**src/rtl/psq_pkg.sv**
```systemverilog
package psq_pkg;

   // Destination region of a stored word.
   typedef enum logic {
      SIDE_LO = 1'b0,
      SIDE_HI = 1'b1
   } side_e;

endpackage

```
**src/rtl/psq_pool.sv**
```systemverilog
// Shared word storage: one write port, two asynchronous read ports.
module psq_pool #(
   parameter int DEPTH  = 32,
   parameter int DATA_W = 32,
   parameter int AW     = $clog2(DEPTH)
) (
   input  logic              clk,
   input  logic              we,
   input  logic [AW-1:0]     waddr,
   input  logic [DATA_W-1:0] wdata,
   input  logic [AW-1:0]     raddr_a,
   input  logic [AW-1:0]     raddr_b,
   output logic [DATA_W-1:0] rdata_a,
   output logic [DATA_W-1:0] rdata_b
);

   generate
      if (DEPTH < 2) begin : g_chk_depth
         $error("psq_pool: DEPTH must be at least 2");
      end
      if (DATA_W < 1) begin : g_chk_width
         $error("psq_pool: DATA_W must be positive");
      end
   endgenerate

   logic [DATA_W-1:0] words [DEPTH];

   always_ff @(posedge clk) begin
      if (we) begin
         words[waddr] <= wdata;
      end
   end

   assign rdata_a = words[raddr_a];
   assign rdata_b = words[raddr_b];

endmodule

```
**src/rtl/psq_ring.sv**
```systemverilog
// One region of the pool: a ring confined to [base, base+size).
// Offsets are kept relative to base, so base may move while empty.
module psq_ring #(
   parameter int DEPTH = 32,
   parameter int AW    = $clog2(DEPTH),
   parameter int CW    = $clog2(DEPTH + 1)
) (
   input  logic          clk,
   input  logic          rst_n,
   input  logic [AW-1:0] base,
   input  logic [CW-1:0] size,
   input  logic          push,
   input  logic          pop,
   output logic [AW-1:0] wr_addr,
   output logic [AW-1:0] rd_addr,
   output logic          full,
   output logic          empty
);

   localparam int SW = CW + 1;

   logic [AW-1:0] rd_off_q, rd_off_d, rd_inc;
   logic [CW-1:0] count_q, count_d;
   logic [SW-1:0] wsum, wr_off;

   assign full  = (count_q == size);
   assign empty = (count_q == '0);

   // Write offset = (read offset + occupancy) modulo size.
   always_comb begin
      wsum = SW'(rd_off_q) + SW'(count_q);
      if (wsum >= SW'(size)) begin
         wr_off = wsum - SW'(size);
      end else begin
         wr_off = wsum;
      end
   end

   assign wr_addr = base + AW'(wr_off);
   assign rd_addr = base + rd_off_q;

   always_comb begin
      rd_inc = rd_off_q + AW'(1);
      if (CW'(rd_inc) == size) begin
         rd_inc = '0;
      end
   end

   always_comb begin
      count_d = count_q;
      unique case ({push, pop})
         2'b10:   count_d = count_q + CW'(1);
         2'b01:   count_d = count_q - CW'(1);
         default: count_d = count_q;
      endcase
      rd_off_d = pop ? rd_inc : rd_off_q;
      if (count_d == '0) begin
         rd_off_d = '0;
      end
   end

   always_ff @(posedge clk or negedge rst_n) begin
      if (!rst_n) begin
         count_q  <= '0;
         rd_off_q <= '0;
      end else begin
         count_q  <= count_d;
         rd_off_q <= rd_off_d;
      end
   end

   // occupancy never exceeds the region capacity.
   p_no_overflow_r4: assert property (@(posedge clk) disable iff (!rst_n)
      count_q <= size)
      else $error("ring occupancy above capacity");

   // the steering logic only writes into a region with room.
   p_push_room_r5: assert property (@(posedge clk) disable iff (!rst_n)
      push |-> !full)
      else $error("write into a full region");

   // a removal only happens with a stored word.
   p_pop_data_r6: assert property (@(posedge clk) disable iff (!rst_n)
      pop |-> !empty)
      else $error("removal from an empty region");

   // occupancy moves by at most one word per cycle.
   p_count_step_r6: assert property (@(posedge clk) disable iff (!rst_n)
      (push != pop) |=> (count_q != $past(count_q)))
      else $error("occupancy did not follow a single push or pop");

endmodule

```
**src/rtl/psq_steer.sv**
```systemverilog
// Per-requester region choice and acceptance.
module psq_steer
   import psq_pkg::*;
#(
   parameter int NPORTS = 4,
   parameter int PID_W  = (NPORTS > 1) ? $clog2(NPORTS) : 1
) (
   input  logic              split_en,
   input  logic [NPORTS-1:0] port_hi,
   input  logic              in_valid,
   input  logic [PID_W-1:0]  in_port,
   input  logic              hi_full,
   input  logic              lo_full,
   output logic [NPORTS-1:0] in_ready,
   output logic              push_hi,
   output logic              push_lo
);

   side_e       route [NPORTS];
   side_e       sel_side;
   logic        sel_ready;

   generate
      for (genvar p = 0; p < NPORTS; p++) begin : g_port
         assign route[p]    = (split_en && port_hi[p]) ? SIDE_HI : SIDE_LO;
         assign in_ready[p] = (route[p] == SIDE_HI) ? !hi_full : !lo_full;
      end
      if ((1 << PID_W) > NPORTS) begin : g_sparse_id
         // Requester numbers beyond NPORTS are never accepted.
         always_comb begin
            if (int'(in_port) < NPORTS) begin
               sel_side  = route[in_port];
               sel_ready = in_ready[in_port];
            end else begin
               sel_side  = SIDE_LO;
               sel_ready = 1'b0;
            end
         end
      end else begin : g_dense_id
         assign sel_side  = route[in_port];
         assign sel_ready = in_ready[in_port];
      end
   endgenerate

   assign push_hi = in_valid && sel_ready && (sel_side == SIDE_HI);
   assign push_lo = in_valid && sel_ready && (sel_side == SIDE_LO);

endmodule

```
**src/rtl/prio_split_rdq.sv**
```systemverilog
module prio_split_rdq #(
   parameter int DATA_W = 32,
   parameter int DEPTH  = 32,
   parameter int NPORTS = 4,
   localparam int AW    = $clog2(DEPTH),
   localparam int CW    = $clog2(DEPTH + 1),
   localparam int PID_W = (NPORTS > 1) ? $clog2(NPORTS) : 1
) (
   input  logic              clk,
   input  logic              rst_n,
   input  logic              cfg_split_en,
   input  logic [AW-1:0]     cfg_hi_entries,
   input  logic [NPORTS-1:0] cfg_port_hi,
   input  logic              in_valid,
   input  logic [PID_W-1:0]  in_port,
   input  logic [DATA_W-1:0] in_data,
   output logic [NPORTS-1:0] in_ready,
   output logic              hi_valid,
   output logic [DATA_W-1:0] hi_data,
   input  logic              hi_ready,
   output logic              hi_full,
   output logic              lo_valid,
   output logic [DATA_W-1:0] lo_data,
   input  logic              lo_ready,
   output logic              lo_full
);

   generate
      if (DEPTH < 4) begin : g_chk_depth
         $error("prio_split_rdq: DEPTH must be at least 4");
      end
      if (NPORTS < 1) begin : g_chk_ports
         $error("prio_split_rdq: NPORTS must be positive");
      end
   endgenerate

   logic [CW-1:0] hi_size, lo_size;
   logic [AW-1:0] lo_base;
   logic          push_hi, push_lo, pop_hi, pop_lo;
   logic          hi_empty, lo_empty;
   logic [AW-1:0] hi_wr, hi_rd, lo_wr, lo_rd;

   // Urgent region occupies the low addresses, bulk region the rest.
   assign hi_size = cfg_split_en ? CW'(cfg_hi_entries) : '0;
   assign lo_size = CW'(DEPTH) - hi_size;
   assign lo_base = AW'(hi_size);

   psq_steer #(
      .NPORTS (NPORTS),
      .PID_W  (PID_W)
   ) u_steer (
      .split_en (cfg_split_en),
      .port_hi  (cfg_port_hi),
      .in_valid (in_valid),
      .in_port  (in_port),
      .hi_full  (hi_full),
      .lo_full  (lo_full),
      .in_ready (in_ready),
      .push_hi  (push_hi),
      .push_lo  (push_lo)
   );

   psq_ring #(.DEPTH(DEPTH), .AW(AW), .CW(CW)) u_ring_hi (
      .clk     (clk),
      .rst_n   (rst_n),
      .base    ('0),
      .size    (hi_size),
      .push    (push_hi),
      .pop     (pop_hi),
      .wr_addr (hi_wr),
      .rd_addr (hi_rd),
      .full    (hi_full),
      .empty   (hi_empty)
   );

   psq_ring #(.DEPTH(DEPTH), .AW(AW), .CW(CW)) u_ring_lo (
      .clk     (clk),
      .rst_n   (rst_n),
      .base    (lo_base),
      .size    (lo_size),
      .push    (push_lo),
      .pop     (pop_lo),
      .wr_addr (lo_wr),
      .rd_addr (lo_rd),
      .full    (lo_full),
      .empty   (lo_empty)
   );

   psq_pool #(.DEPTH(DEPTH), .DATA_W(DATA_W), .AW(AW)) u_pool (
      .clk     (clk),
      .we      (push_hi || push_lo),
      .waddr   (push_hi ? hi_wr : lo_wr),
      .wdata   (in_data),
      .raddr_a (hi_rd),
      .raddr_b (lo_rd),
      .rdata_a (hi_data),
      .rdata_b (lo_data)
   );

   assign hi_valid = !hi_empty;
   assign lo_valid = !lo_empty;
   assign pop_hi   = hi_valid && hi_ready;
   assign pop_lo   = lo_valid && lo_ready;

   // a stalled urgent head is held.
   p_hold_hi_r10: assert property (@(posedge clk) disable iff (!rst_n)
      (hi_valid && !hi_ready) |=> (hi_valid && $stable(hi_data)))
      else $error("urgent head changed while stalled");

   // a stalled bulk head is held.
   p_hold_lo_r10: assert property (@(posedge clk) disable iff (!rst_n)
      (lo_valid && !lo_ready) |=> (lo_valid && $stable(lo_data)))
      else $error("bulk head changed while stalled");

   // with splitting off nothing appears on the urgent output.
   p_off_no_hi_r2: assert property (@(posedge clk) disable iff (!rst_n)
      !cfg_split_en |-> (!hi_valid && hi_full))
      else $error("urgent output active with splitting off");

   // configuration moves only while both regions are empty.
   p_cfg_quiet_r9: assert property (@(posedge clk) disable iff (!rst_n)
      (!$stable(cfg_split_en) || !$stable(cfg_hi_entries) || !$stable(cfg_port_hi))
         |-> (hi_empty && lo_empty))
      else $error("configuration changed with stored words");

   // legal boundary while split.
   p_split_range_r4: assert property (@(posedge clk) disable iff (!rst_n)
      cfg_split_en |-> (cfg_hi_entries != '0))
      else $error("urgent region size of zero");

endmodule

```
**config.mk**
```make
export PLATFORM = sky130hd
export DESIGN_NAME = prio_split_rdq
export DESIGN_NICKNAME = d
export VERILOG_FILES = /design/src/rtl/psq_pkg.sv /design/src/rtl/psq_pool.sv /design/src/rtl/psq_ring.sv /design/src/rtl/psq_steer.sv /design/src/rtl/prio_split_rdq.sv
export SDC_FILE = /design/constraint.sdc
export NUM_CORES = 1
export LEC_CHECK = 0
export BUFFER_PORTS_ARGS = -buffer_cell sky130_fd_sc_hd__buf_2
export CAP_MARGIN = 20
export CORE_MARGIN = 2
export CORE_UTILIZATION = 30
export DETAILED_ROUTE_END_ITERATION = 10
export PLACE_DENSITY = 0.42
export SLEW_MARGIN = 30
export SYNTH_ARGS = -nofsm -noshare
export SYNTH_HDL_FRONTEND = slang
export SYNTH_HIERARCHICAL = 1
export SYNTH_SLANG_ARGS = --single-unit
```
**constraint.sdc**
```tcl
create_clock -name clk -period 13.5 [get_ports clk]
set_input_delay 2.7 -clock clk [delete_from_list [all_inputs] [get_ports clk]]
set_output_delay 2.7 -clock clk [all_outputs]
set_load 0.005 [all_outputs]
```
==> key figures <==
Run status
  – Status: finished, final reports clean

Placed design
  – Gp weighted congestion: 0.743
  – Dpl cell area: 55,600 µm²
  – PortBufs: 120
  – HPWL Detailed: between 90,000 and 100,000 µm

CTS
  – Number of H-tree levels: 3
  – CTS tree: yes
  – Total clock sinks: 1,046
  – Root buf cell: clkbuf_16
  – Setup Buffers After CTS: 0
  – Max clock buf depth: 3
  – Num CTS Buffers: about 120
  – Clock Latency Late Sink: 730 ps
  – Reg clk slew, reported paths: 60 ps
  – # hold bufs at CTS: 0
  – PostCTS Resize Cnt: 0

Synthesis
  – Synthesized area per cell: 13.7 µm²
  – Compound-cell area share of the yosys netlist: 0.0888
  – Distinct cells, synth: 61
  – Post-synth top area share: 0.585
  – Most common cell in the netlist: mux2i_1
  – Synth area leaders: edfxtp_1, mux2i_1, a22oi_1
  – Post-synth EDFFs: about 1.0k
  – Primary FF master, synth: edfxtp_1
  – Adder-Cell Fraction of Synth Area: 0.0160
  – Multiplexer share of the synthesized area: 0.198
  – Mapped Cells: between 3k and 4k
  – Simple-Gate Fraction of Synth Area: 0.0564
  – Synth top cells by count: mux2i_1, edfxtp_1, a21oi_1
  – Area leader, netlist: edfxtp_1
  – Synth async-reset ratio: 0.0210
  – Netlist area before placement: about 53,000 µm²
  – FF+latch count, synth: between 1k and 1.5k
  – XOR/XNOR share of the synthesized area: 0.0108
  – Register area share after synthesis: 0.596
  – Syn. warnings: 6
  – Largest family of logic cells by synthesized area: multiplexers

Timing
  – Tcrit/Tclk final: 0.735
  – RSZ-0062 raised after global routing: false
  – # setup viols final: 0
  – Tmin final: around 9900 ps
  – FMAX: just over 0.1 GHz
  – Worst hold slack: around 660 ps
  – Final hold vios: 0
  – Worst Max-Slew Pin Slew: between 1000 and 1500 ps
  – Post-Route Setup TNS: 0 ps
  – Max transition margin: 0.297
  – Clock skew: between 20 and 25 ps
  – Pins Over Slew Limit: 0

Drt
  – Final ANT Viol Nets: 0
  – WL/cell: 29.8 µm
  – Vias per cell: about 5.4
  – DR vias: 33.8k
  – Initial DRC count: between 2k and 3k
  – Pre-antenna DRT Iters: 6
  – WL final: between 150,000 and 200,000 µm
  – DRC violations left: 0

Finish
  – Final core occ: 0.340
  – Sequential standard cell area: 31,300 µm²
  – Fill cell count: about 17k
  – Layout overhead on the synthesized area: 12.6%
  – Finished Cell Area: roughly 59,000 µm²
  – Layout cell share with drive strength beyond 1: 0.105
  – Nets: ~4.0k
  – Multi-input gate area: approximately 20,000 µm²

Global routing
  – Met3 Track Usage GR: 0.0249
  – Overall global routing resource usage: 0.206
  – Grt ovf: 0
  – Largest net degree at the start of global routing: about 130
  – Initial antenna violation count: 20
  – First-pass GRT wire length: approximately 260,000 µm
  – Vias in the first global route: 34.6k
  – Busiest grt layer: met2
  – GR Util met2: 0.337
  – Met1 usage: 0.287

Critical path
  – Reg-to-reg slack, setup: 6650 ps
  – WP data required: around 11,000 ps
  – Worst setup path class: input port to output port
  – CP Max Fanout: 73
  – Crit path launch type: input port
  – Worst EP arrival: 7220 ps
  – Crit. End Element: output port

Die
  – Die Width: about 420 µm
  – Die ar.: 178,000 µm²
  – Die Ht: around 420 µm
  – # rows: between 150 and 200
  – Core area: around 170,000 µm²
  – Initial Util: 0.302
  – I/O pins: ~120

Run
  – Max capacitance violation total: 0

Worst hold path
  – Hold Path Class: register to register
-- through the flow --
stage	std cells	setup slack, ps
CTS	6315	3490
detailed placement	6101	3510
global placement	6095	3490
global route	6316	3310
floorplan	3845	5280
finish	6318	3580
-- flip-flops by register name, indices dropped and copies added, names as in the netlist --
| register | count |
|---|---|
| u_pool/words | 1024 |
| u_ring_hi/count_q | 6 |
| u_ring_lo/count_q | 6 |
| u_ring_hi/rd_off_q | 5 |
| u_ring_lo/rd_off_q | 5 |
-- worst max-delay path, stage by stage --
cell and delay (ps):
buf_2 260, nand2_1 120, inv_1 310, ha_1 240, inv_1 60, fa_1 410, xnor2_1 530, nor2b_4 250
buf_4 480, buf_12 500, a22o_1 230, nor3_1 50, a31oi_1 340, nand3_1 410, buf_2 270
-- final timing paths --
path / startpoint / end / cells past startpoint
max in group asynchronous: rst_n / u_ring_lo/count_q[2] / 1
min in group asynchronous: rst_n / u_ring_hi/count_q[4] / 1
worst min register to register: u_ring_hi/rd_off_q[4] / u_ring_hi/rd_off_q[4] / 2
worst max register to register: u_ring_lo/count_q[0] / u_pool/words[19][19] / 21
worst min-delay path: u_ring_hi/rd_off_q[4] / u_ring_hi/rd_off_q[4] / 2
worst max-delay path: cfg_split_en / lo_data[9] / 15
-- area by class of cell --
class | instances | share of cell area
clock inverters | 61 | 0.00565
multi-input cells | 2493 | 0.335
inverters | 46 | 0.00317
repair buffers | 191 | 0.0239
clock buffers | 153 | 0.0532
diodes | 3 | 0.000127
well taps | 2325 | 0.0492
flip-flops and latches | 1046 | 0.529
-- logic make-up after synthesis --
kind of cell | count (synthesis)
buffers and inverters | 306
and+or+nand+nor | 626
other | 1
DFF | 1046
xor gates and xnor gates | 65
muxes | 1037
adders and majority gates | 61
AOI/OAI and AO/OA | 689
-- layer usage --
metal	part of all wire	routed length [µm]
met5	0.00076	143
met4	0.023	4370
met3	0.040	7470
met2	0.47	88900
met1	0.46	87500
-- cells in the final DEF, fill, tap and decap left out, types with 34 or more instances in the layout --
| cell type | instances |
|---|---|
| mux2i_1 | 1029 |
| edfxtp_1 | 1024 |
| a21oi_1 | 243 |
| nand2_1 | 220 |
| nand3_1 | 204 |
| a22oi_1 | 192 |
| a22o_1 | 128 |
| clkbuf_16 | 121 |
| buf_2 | 120 |
| nor3_1 | 73 |
| a31oi_1 | 66 |
| ha_1 | 51 |
| buf_4 | 50 |
| xnor2_1 | 45 |
| inv_1 | 44 |
| clkinv_1 | 39 |
| nor2_4 | 34 |
Power is not shown: default switching activity piles up to over one toggle a cycle in this logic, so the estimate is an artifact.
